<file path="config.mk">
export PLATFORM = sky130hd
export DESIGN_NAME = sir_pulse_encoder
export DESIGN_NICKNAME = d
export VERILOG_FILES = /design/src/rtl/sir_enc_pkg.sv /design/src/rtl/sir_bit_timer.sv /design/src/rtl/sir_pulse_gen.sv /design/src/rtl/sir_rx_decode.sv /design/src/rtl/sir_pulse_encoder.sv
export SDC_FILE = /design/constraint.sdc
export NUM_CORES = 1
export LEC_CHECK = 0
export CORE_UTILIZATION = 54
export CTS_BUF_LIST = sky130_fd_sc_hd__clkbuf_16
export DETAILED_ROUTE_END_ITERATION = 7
export DONT_BUFFER_PORTS = 1
export GPL_ROUTABILITY_DRIVEN = 1
export PLACE_DENSITY_LB_ADDON = 0.25
export SLEW_MARGIN = 0
export SYNTH_ARGS = -nofsm -noshare
export SYNTH_HDL_FRONTEND = slang
export SYNTH_HIERARCHICAL = 1
export SYNTH_SLANG_ARGS = --single-unit
</file>
<file path="constraint.sdc">
create_clock -name clk -period 3.25 [get_ports clk]
set_input_delay 0.65 -clock clk [delete_from_list [all_inputs] [get_ports clk]]
set_output_delay 0.65 -clock clk [all_outputs]
set_load 0.02 [all_outputs]
</file>
<file path="src/rtl/sir_enc_pkg.sv">
package sir_enc_pkg;
  typedef enum logic {
    SIR_MODE_NORMAL = 1'b0,
    SIR_MODE_LOWPWR = 1'b1
  } sir_mode_e;
endpackage

</file>
<file path="src/rtl/sir_bit_timer.sv">
module sir_bit_timer
  import sir_enc_pkg::*;
#(
  parameter int TICKS_PER_BIT = 16,
  parameter int PULSE_START   = 7,
  localparam int PH_W         = $clog2(TICKS_PER_BIT)
) (
  input  logic            clk,
  input  logic            rst_n,
  input  logic            active,
  input  logic            tick16,
  input  logic            ser_in,
  input  sir_mode_e       mode_in,
  output logic [PH_W-1:0] phase,
  output logic            bit_q,
  output sir_mode_e       mode_q,
  output logic            start_evt
);
  localparam logic [PH_W-1:0] LAST_PH  = PH_W'(TICKS_PER_BIT - 1);
  localparam logic [PH_W-1:0] START_PH = PH_W'(PULSE_START);

  always_ff @(posedge clk or negedge rst_n) begin
    if (!rst_n) begin
      phase  <= '0;
      bit_q  <= 1'b1;
      mode_q <= SIR_MODE_NORMAL;
    end else if (!active) begin
      phase  <= '0;
      bit_q  <= 1'b1;
      mode_q <= SIR_MODE_NORMAL;
    end else if (tick16) begin
      if (phase == '0) begin
        bit_q  <= ser_in;
        mode_q <= mode_in;
      end
      phase <= (phase == LAST_PH) ? '0 : phase + 1'b1;
    end
  end

  // Strobe on the tick that marks the centre window of the bit.
  assign start_evt = active && tick16 && (phase == START_PH);
endmodule

</file>
<file path="src/rtl/sir_pulse_gen.sv">
module sir_pulse_gen
  import sir_enc_pkg::*;
#(
  parameter int PH_W           = 4,
  parameter int PULSE_START    = 7,
  parameter int PULSE_TICKS    = 3,
  parameter int LP_PULSE_TICKS = 3,
  localparam int LP_W          = $clog2(LP_PULSE_TICKS + 1)
) (
  input  logic            clk,
  input  logic            rst_n,
  input  logic            active,
  input  logic            lp_tick,
  input  logic [PH_W-1:0] phase,
  input  logic            bit_q,
  input  sir_mode_e       mode_q,
  input  logic            start_evt,
  output logic            pulse,
  output logic            lp_busy
);
  logic            arm_q;
  logic [LP_W-1:0] lp_cnt;
  logic            normal_on;
  int              ph_i;

  always_comb begin
    ph_i      = int'(phase);
    normal_on = active && !bit_q && (mode_q == SIR_MODE_NORMAL) &&
                (ph_i > PULSE_START) && (ph_i <= PULSE_START + PULSE_TICKS);
  end

  // Low-power pulse: armed at the centre tick, aligned to the next
  // reference tick, then held for a fixed count of reference ticks.
  always_ff @(posedge clk or negedge rst_n) begin
    if (!rst_n) begin
      arm_q  <= 1'b0;
      lp_cnt <= '0;
    end else if (!active) begin
      arm_q  <= 1'b0;
      lp_cnt <= '0;
    end else begin
      if (arm_q && lp_tick) begin
        arm_q  <= 1'b0;
        lp_cnt <= LP_W'(LP_PULSE_TICKS);
      end else if (lp_tick && (lp_cnt != '0)) begin
        lp_cnt <= lp_cnt - 1'b1;
      end
      if (start_evt && !bit_q && (mode_q == SIR_MODE_LOWPWR)) begin
        arm_q <= 1'b1;
      end
    end
  end

  assign lp_busy = (lp_cnt != '0);
  assign pulse   = normal_on || (active && lp_busy);
endmodule

</file>
<file path="src/rtl/sir_rx_decode.sv">
module sir_rx_decode #(
  parameter int RX_HOLD_TICKS = 16,
  localparam int RX_W         = $clog2(RX_HOLD_TICKS + 1)
) (
  input  logic clk,
  input  logic rst_n,
  input  logic active,
  input  logic tick16,
  input  logic pulse_in,
  output logic rx_low
);
  logic            prev_q;
  logic [RX_W-1:0] hold_cnt;

  always_ff @(posedge clk or negedge rst_n) begin
    if (!rst_n) begin
      prev_q   <= 1'b0;
      hold_cnt <= '0;
    end else if (!active) begin
      prev_q   <= 1'b0;
      hold_cnt <= '0;
    end else begin
      prev_q <= pulse_in;
      if (pulse_in && !prev_q) begin
        hold_cnt <= RX_W'(RX_HOLD_TICKS);
      end else if (tick16 && (hold_cnt != '0)) begin
        hold_cnt <= hold_cnt - 1'b1;
      end
    end
  end

  assign rx_low = active && (hold_cnt != '0);
endmodule

</file>
<file path="src/rtl/sir_pulse_encoder.sv">
module sir_pulse_encoder
  import sir_enc_pkg::*;
#(
  parameter int TICKS_PER_BIT  = 16,
  parameter int PULSE_START    = 7,
  parameter int PULSE_TICKS    = 3,
  parameter int LP_PULSE_TICKS = 3,
  localparam int PH_W          = $clog2(TICKS_PER_BIT)
) (
  input  logic clk,
  input  logic rst_n,
  input  logic uart_en,
  input  logic sir_en,
  input  logic lp_mode,
  input  logic loop_test,
  input  logic tick16,
  input  logic lp_tick,
  input  logic ser_in,
  input  logic ir_rx_n,
  output logic ir_tx_n,
  output logic txd,
  output logic rx_ser
);
  logic            active;
  sir_mode_e       mode_in;
  sir_mode_e       mode_q;
  logic [PH_W-1:0] phase;
  logic            bit_q;
  logic            start_evt;
  logic            pulse;
  logic            lp_busy;
  logic            pulse_in;
  logic            rx_low;

  assign active  = uart_en && sir_en;
  assign mode_in = lp_mode ? SIR_MODE_LOWPWR : SIR_MODE_NORMAL;

  sir_bit_timer #(
    .TICKS_PER_BIT(TICKS_PER_BIT),
    .PULSE_START  (PULSE_START)
  ) u_timer (
    .clk      (clk),
    .rst_n    (rst_n),
    .active   (active),
    .tick16   (tick16),
    .ser_in   (ser_in),
    .mode_in  (mode_in),
    .phase    (phase),
    .bit_q    (bit_q),
    .mode_q   (mode_q),
    .start_evt(start_evt)
  );

  sir_pulse_gen #(
    .PH_W          (PH_W),
    .PULSE_START   (PULSE_START),
    .PULSE_TICKS   (PULSE_TICKS),
    .LP_PULSE_TICKS(LP_PULSE_TICKS)
  ) u_pulse (
    .clk      (clk),
    .rst_n    (rst_n),
    .active   (active),
    .lp_tick  (lp_tick),
    .phase    (phase),
    .bit_q    (bit_q),
    .mode_q   (mode_q),
    .start_evt(start_evt),
    .pulse    (pulse),
    .lp_busy  (lp_busy)
  );

  assign pulse_in = loop_test ? pulse : !ir_rx_n;

  sir_rx_decode #(
    .RX_HOLD_TICKS(TICKS_PER_BIT)
  ) u_rx (
    .clk     (clk),
    .rst_n   (rst_n),
    .active  (active),
    .tick16  (tick16),
    .pulse_in(pulse_in),
    .rx_low  (rx_low)
  );

  assign ir_tx_n = !pulse;
  assign txd     = active ? 1'b1 : ser_in;
  assign rx_ser  = !rx_low;
endmodule

</file>
* After elaboration in Yosys (flattened, before gate mapping)
Index checks and enable logic that the tools add are counted.
** Storage, ports and cells
- Output and inout bits :: 3
- Input port bits :: 10
- Register bits after elaboration :: 15
** Operators by class
- Magnitude comparators :: 2
- Reduce and logical (&&, ||, !) cells :: 25
- Muxes and demuxes :: 22
- Eq/ne operators :: 7
- Add/sub/neg operators :: 3
- Bitwise gates (word level) :: 1
** Operators with widths (number)
- $logic_and 1x1->1 :: 15
- $mux 5 :: 3
- $mux 1 :: 13
- $mux 4 :: 3
- $ne 3x1->1 const B :: 3
- $mux 2 :: 3
- $logic_not 1->1 :: 5
- $reduce_bool 5->1 :: 1
- $sub 5x1->5 const B :: 1
- $add 4x1->4 const B :: 1
- $eq 4x3->1 const B :: 1
- $eq 4x4->1 const B :: 1
- $gt 4x3->1 const B :: 1
- $le 4x4->1 const B :: 1
- $logic_not 4->1 :: 1
- $ne 2x1->1 const B :: 1
- $ne 2x2->1 const B :: 1
- $reduce_and 2->1 :: 1
- $reduce_bool 2->1 :: 1
- $sub 2x1->2 const B :: 1
- $logic_or 1x1->1 :: 1
- $not 1->1 :: 1

* Longest topological paths before layout
- Depth after elaboration :: 10
- Mapped depth :: 9
- Mapped depth without buffers :: 9

* Cells and area by module
The synthesis kept the hierarchy.
** By module, submodules not included
- sir_rx_decode :: times used 1, cells an instance 33, area an instance 346.6 um2
- sir_bit_timer :: times used 1, cells an instance 31, area an instance 324.1 um2
- sir_pulse_gen :: times used 1, cells an instance 20, area an instance 186.4 um2
- sir_pulse_encoder :: times used 1, cells an instance 5, area an instance 32.5 um2

* Worst setup path before layout
Ideal clock, no wire load.
- Path type :: input to output
- From :: input port uart_en
- To :: output port rx_ser
- Buffers on the path :: 1
- Slack :: 1.298 ns
- Stages on the path :: 4
- Arrival time :: 1.302 ns
- Required time :: 2.600 ns
- Cell sequence :: and2_4 -> clkbuf_1 -> nor2b_1 -> inv_1
** Between the ends
- Cells in the longest elaborated chain, start to end :: 3
** Ends and longest elaborated chain
- start: declaration :: RTL line sir_pulse_encoder.sv:12 : input logic uart_en,
- $logic_and 1x1->1 :: RTL line sir_pulse_encoder.sv:35 : assign active = uart_en && sir_en;
- $logic_and 1x1->1 :: RTL line sir_rx_decode.sv:32 : assign rx_low = active && (hold_cnt != '0);
- net rx_low :: RTL line sir_pulse_encoder.sv:33 : logic rx_low;
- $logic_not 1->1 :: RTL line sir_pulse_encoder.sv:87 : assign rx_ser = !rx_low;
- end: declaration :: RTL line sir_pulse_encoder.sv:22 : output logic rx_ser
The timed path passes the listed nets, and every way through them passes these cells.

* Final worst setup path
- From :: register u_timer.mode_q
- To :: output port ir_tx_n
** Between the ends
- Cells in the longest elaborated chain, start to end :: 6
** Ends and longest elaborated chain
- start: declaration :: RTL line sir_bit_timer.sv:16 : output sir_mode_e mode_q,
- start signal: assignment :: RTL line sir_bit_timer.sv:34 : mode_q <= mode_in;
- $not 1->1 :: RTL line sir_pulse_gen.sv:28 : normal_on = active && !bit_q && (mode_q == SIR_MODE_NORMAL) &&
- $logic_and 1x1->1 (2 in series) :: RTL line sir_pulse_gen.sv:28
- $logic_and 1x1->1 :: RTL line sir_pulse_gen.sv:29 : (ph_i > PULSE_START) && (ph_i <= PULSE_START + PULSE_TICKS);
- $logic_or 1x1->1 :: RTL line sir_pulse_gen.sv:55 : assign pulse = normal_on || (active && lp_busy);
- net pulse :: RTL line sir_pulse_encoder.sv:30 : logic pulse;
- $logic_not 1->1 :: RTL line sir_pulse_encoder.sv:85 : assign ir_tx_n = !pulse;
- end: declaration :: RTL line sir_pulse_encoder.sv:20 : output logic ir_tx_n,
The timed path passes the listed nets, and every way through them passes these cells.

==> metrics <==
run status finished, final reports clean; Filler cells 127; Initial Utilization 58.4%; worst reg2reg setup slack 1.18 ns; Synth Instances 89; count of boundary I/O pins 13; minimum period implied by the final worst setup slack 2.17 ns; master cell of the clock root buffer clkbuf_16; antenna diode count 0; Net Switching 0.0858 mW; remaining design rule violation count 0; number of gates given a new drive strength after cts 0; utilization after layout 64.6%; cell-internal power 0.366 mW; Starting DRT DRC Count 11; RSZ-0062 raised after global routing no; gpl congestion 0.826; standard cell core area 1520 um^2; leftover overflow at the end of global routing 0; Yosys warnings 6; top cell type by total area after synthesis dfrtp_1; Final setup viols 0; pin count of the biggest net entering global routing 22; Max Freq 0.460 GHz; number of nets produced by synthesis between 100 and 150; number of antenna violations at the first check in global routing 0; H-tree levels 1; vias in the first global route 668; logic depth of the worst register-to-register path 8; net count reported at finish 107; sequential area share after synthesis 42.3%; sum of routed wire length over all layers 1580 um; leakage power of the design 0.453 nW; ratio of cells with drive above 1 in the final layout 13.0%; Power Dens Cells 459 nW/um^2; slowest CP cell or4b_1; count of input and output buffers 0; kind of end point of the critical path primary output; Worst Path Arrival 1.52 ns; average wire per cell in the routed design 14.6 um; number of pins with negative max-slew slack in the final report 0; clk buf depth 2; detailed-placement wirelength estimate 1130 um; Max Cap Violations 0; portion of the clock cycle consumed by the worst path in the final layout 66.8%; Syn-to-layout area delta 10.7%; netlist area before placement just under 900 um^2; critical path start-end classification reg -> out; Clock Skews about 0.0028 ns; Sequential Power Share around 43%; terminus of the critical flop-to-flop path u_rx/hold_cnt[1]; sum of negative setup slack 0 ns; total number of placement rows 14; share of Yosys cell area claimed by the top area cell type around two fifths; Die Outline Area 1810 um^2; ordered cell list for the critical path or4b_1 > a21oi_1 > o21a_1 > inv_1; count of hold buffers inserted by post-cts repair 0; part of the power in combinational logic under 10%; post-synthesis average cell area 10.0 um^2; wire length of the first global-routing pass ~2700 um; via density per instance approximately 6; largest cells by area after synthesis dfrtp_1 (39%), ha_1 (5.6%), mux2i_1 (5.6%); first drt pass iteration count 4; Worst Max-Slew Pin Slew ~0.34 ns; total number of clock tree sinks 15; power share of the clock group approximately half; instance count after placement with tap cells included 104; final standard cell count with taps included and fillers excluded between 100 and 150; Max VDD drop 0.000262 V; Max Fanout on Critical Path 3; Worst Path Required 2.60 ns; switching share of power roughly a fifth; final hold violation count 0; number of setup buffers added after CTS 0; worst setup path start u_timer/mode_q; startpoint type of the worst setup path flop; overall die height 42.6 um; clock slew at the register clock pins of the worst setup and hold paths around 0.050 ns; maximum single-stage delay on the critical path roughly 0.53 ns; Unique masters post-synth 39; relative max-transition margin between 70 and 80%; total clock buffers created by CTS 3; CTS tree done; total global-route track usage 20.3%; count of antenna-violating nets left after detailed routing 0; die width 42.6 um; clock latency reported for the late side of the worst-skew pair 0.24 ns; vias after detailed routing roughly 650; number of register bits inferred by synthesis 15; Hold Crit Class in -> async; RR Startpoint u_timer/mode_q
[metrics by stage]
stage	hold slack (ns)	worst slack (ns)	total power [mW]	area [um^2]
finish	0.101	1.08	0.452	985
global route	0.0910	1.02	0.469	985
CTS	0.0974	1.08	0.458	985
detailed placement	0.355	1.20	0.224	906
global placement	0.355	1.27	0.224	906
floorplan	0.354	1.30	0.220	890
[final cells by class]
type / count / area (um^2) / area share (%)
tap: 16 / 20.0 / 2.03
clock inverter: 1 / 3.75 / 0.381
clock buffer: 3 / 75.1 / 7.62
multi-input combinational: 62 / 468 / 47.5
inverter: 11 / 41.3 / 4.19
sequential: 15 / 377 / 38.2
[sequential cells by signal, indices dropped and copies added (netlist names)]
signal and count:
u_pulse/arm_q 1, u_pulse/lp_cnt 2, u_rx/hold_cnt 5, u_rx/prev_q 1, u_timer/bit_q 1, u_timer/mode_q 1
u_timer/phase 4
[power groups by stage]
stage / Clock [mW] / Sequential (mW) / Combinational [mW]
6_report: 0.230 / 0.193 / 0.0281
5_1_grt: 0.244 / 0.194 / 0.0313
4_1_cts: 0.236 / 0.193 / 0.0283
3_5_place_dp: 0 / 0.196 / 0.0280
3_3_place_gp: 0 / 0.196 / 0.0276
2_1_floorplan: 0 / 0.195 / 0.0244
[Yosys cell counts]
cell,n
nand3b_1,1
o211ai_1,1
inv_1,10
nand2_1,8
dfstp_2,1
or4b_1,1
a21boi_0,2
o31ai_2,1
a21boi_1,1
o21ai_0,2
nor3_1,1
o21a_1,1
or3_2,1
nand3_1,4
nor2b_1,6
dfrtp_1,14
o41ai_1,1
xnor2_1,1
or4_1,1
or2_1,1
nor2_1,1
nor4b_4,1
a31oi_1,1
a32oi_1,1
nand2b_1,1
mux2i_1,5
nand4_1,1
inv_2,1
o221a_2,1
or4b_4,1
clkbuf_1,1
o21ba_1,1
and2_1,2
and4bb_2,1
and2_4,1
ha_1,4
or2b_1,1
o31ai_1,1
a21oi_1,4
[per-layer routing]
| metal | up-vias | routed length, um | GRT usage, % |
|---|---|---|---|
| li1 | 318 | - | - |
| met1 | 317 | 727 | 23.9 |
| met2 | 14 | 786 | 33.5 |
| met3 | 4 | 44 | 3.88 |
| met4 | 0 | 23 | 13.1 |
| met5 | - | 0 | 0 |
[cell families after synthesis]
family	after synthesis	synth area share (%)
compound gates	18	14.9
xor+xnor	1	0.985
fa+ha+maj	4	5.63
buf+inv	12	5.06
flops	15	42.3
mux	5	5.63
simple gates	34	25.5
[cell usage in the layout (no fill, tap or decap), drive strengths merged, types with 3 or more instances in the layout]
| cell | n |
|---|---|
| nand3 | 4 |
| ha | 4 |
| nand2 | 8 |
| nor2b | 6 |
| a21oi | 4 |
| mux2i | 5 |
| inv | 12 |
| dfrtp | 14 |
| and2 | 3 |
| a21boi | 3 |
| clkbuf | 3 |
[critical path: cells and delay by family (launching register included)]
family | cells | cell delay, ns
flops | 1 | 0.39
buf+inv | 1 | 0.11
compound gates | 2 | 0.26
simple gates | 1 | 0.53
[worst max path at each step]
stage | slack [ns] | endpoint | depth (start not counted)
finish | 1.08 | ir_tx_n | 4
detailed placement | 1.20 | u_rx/hold_cnt[1] | 8
CTS | 1.08 | ir_tx_n | 4
floorplan | 1.30 | rx_ser | 4
global route | 1.02 | ir_tx_n | 4
global placement | 1.27 | u_rx/hold_cnt[1] | 8
Note: power is estimated with default switching activity, not from simulation.
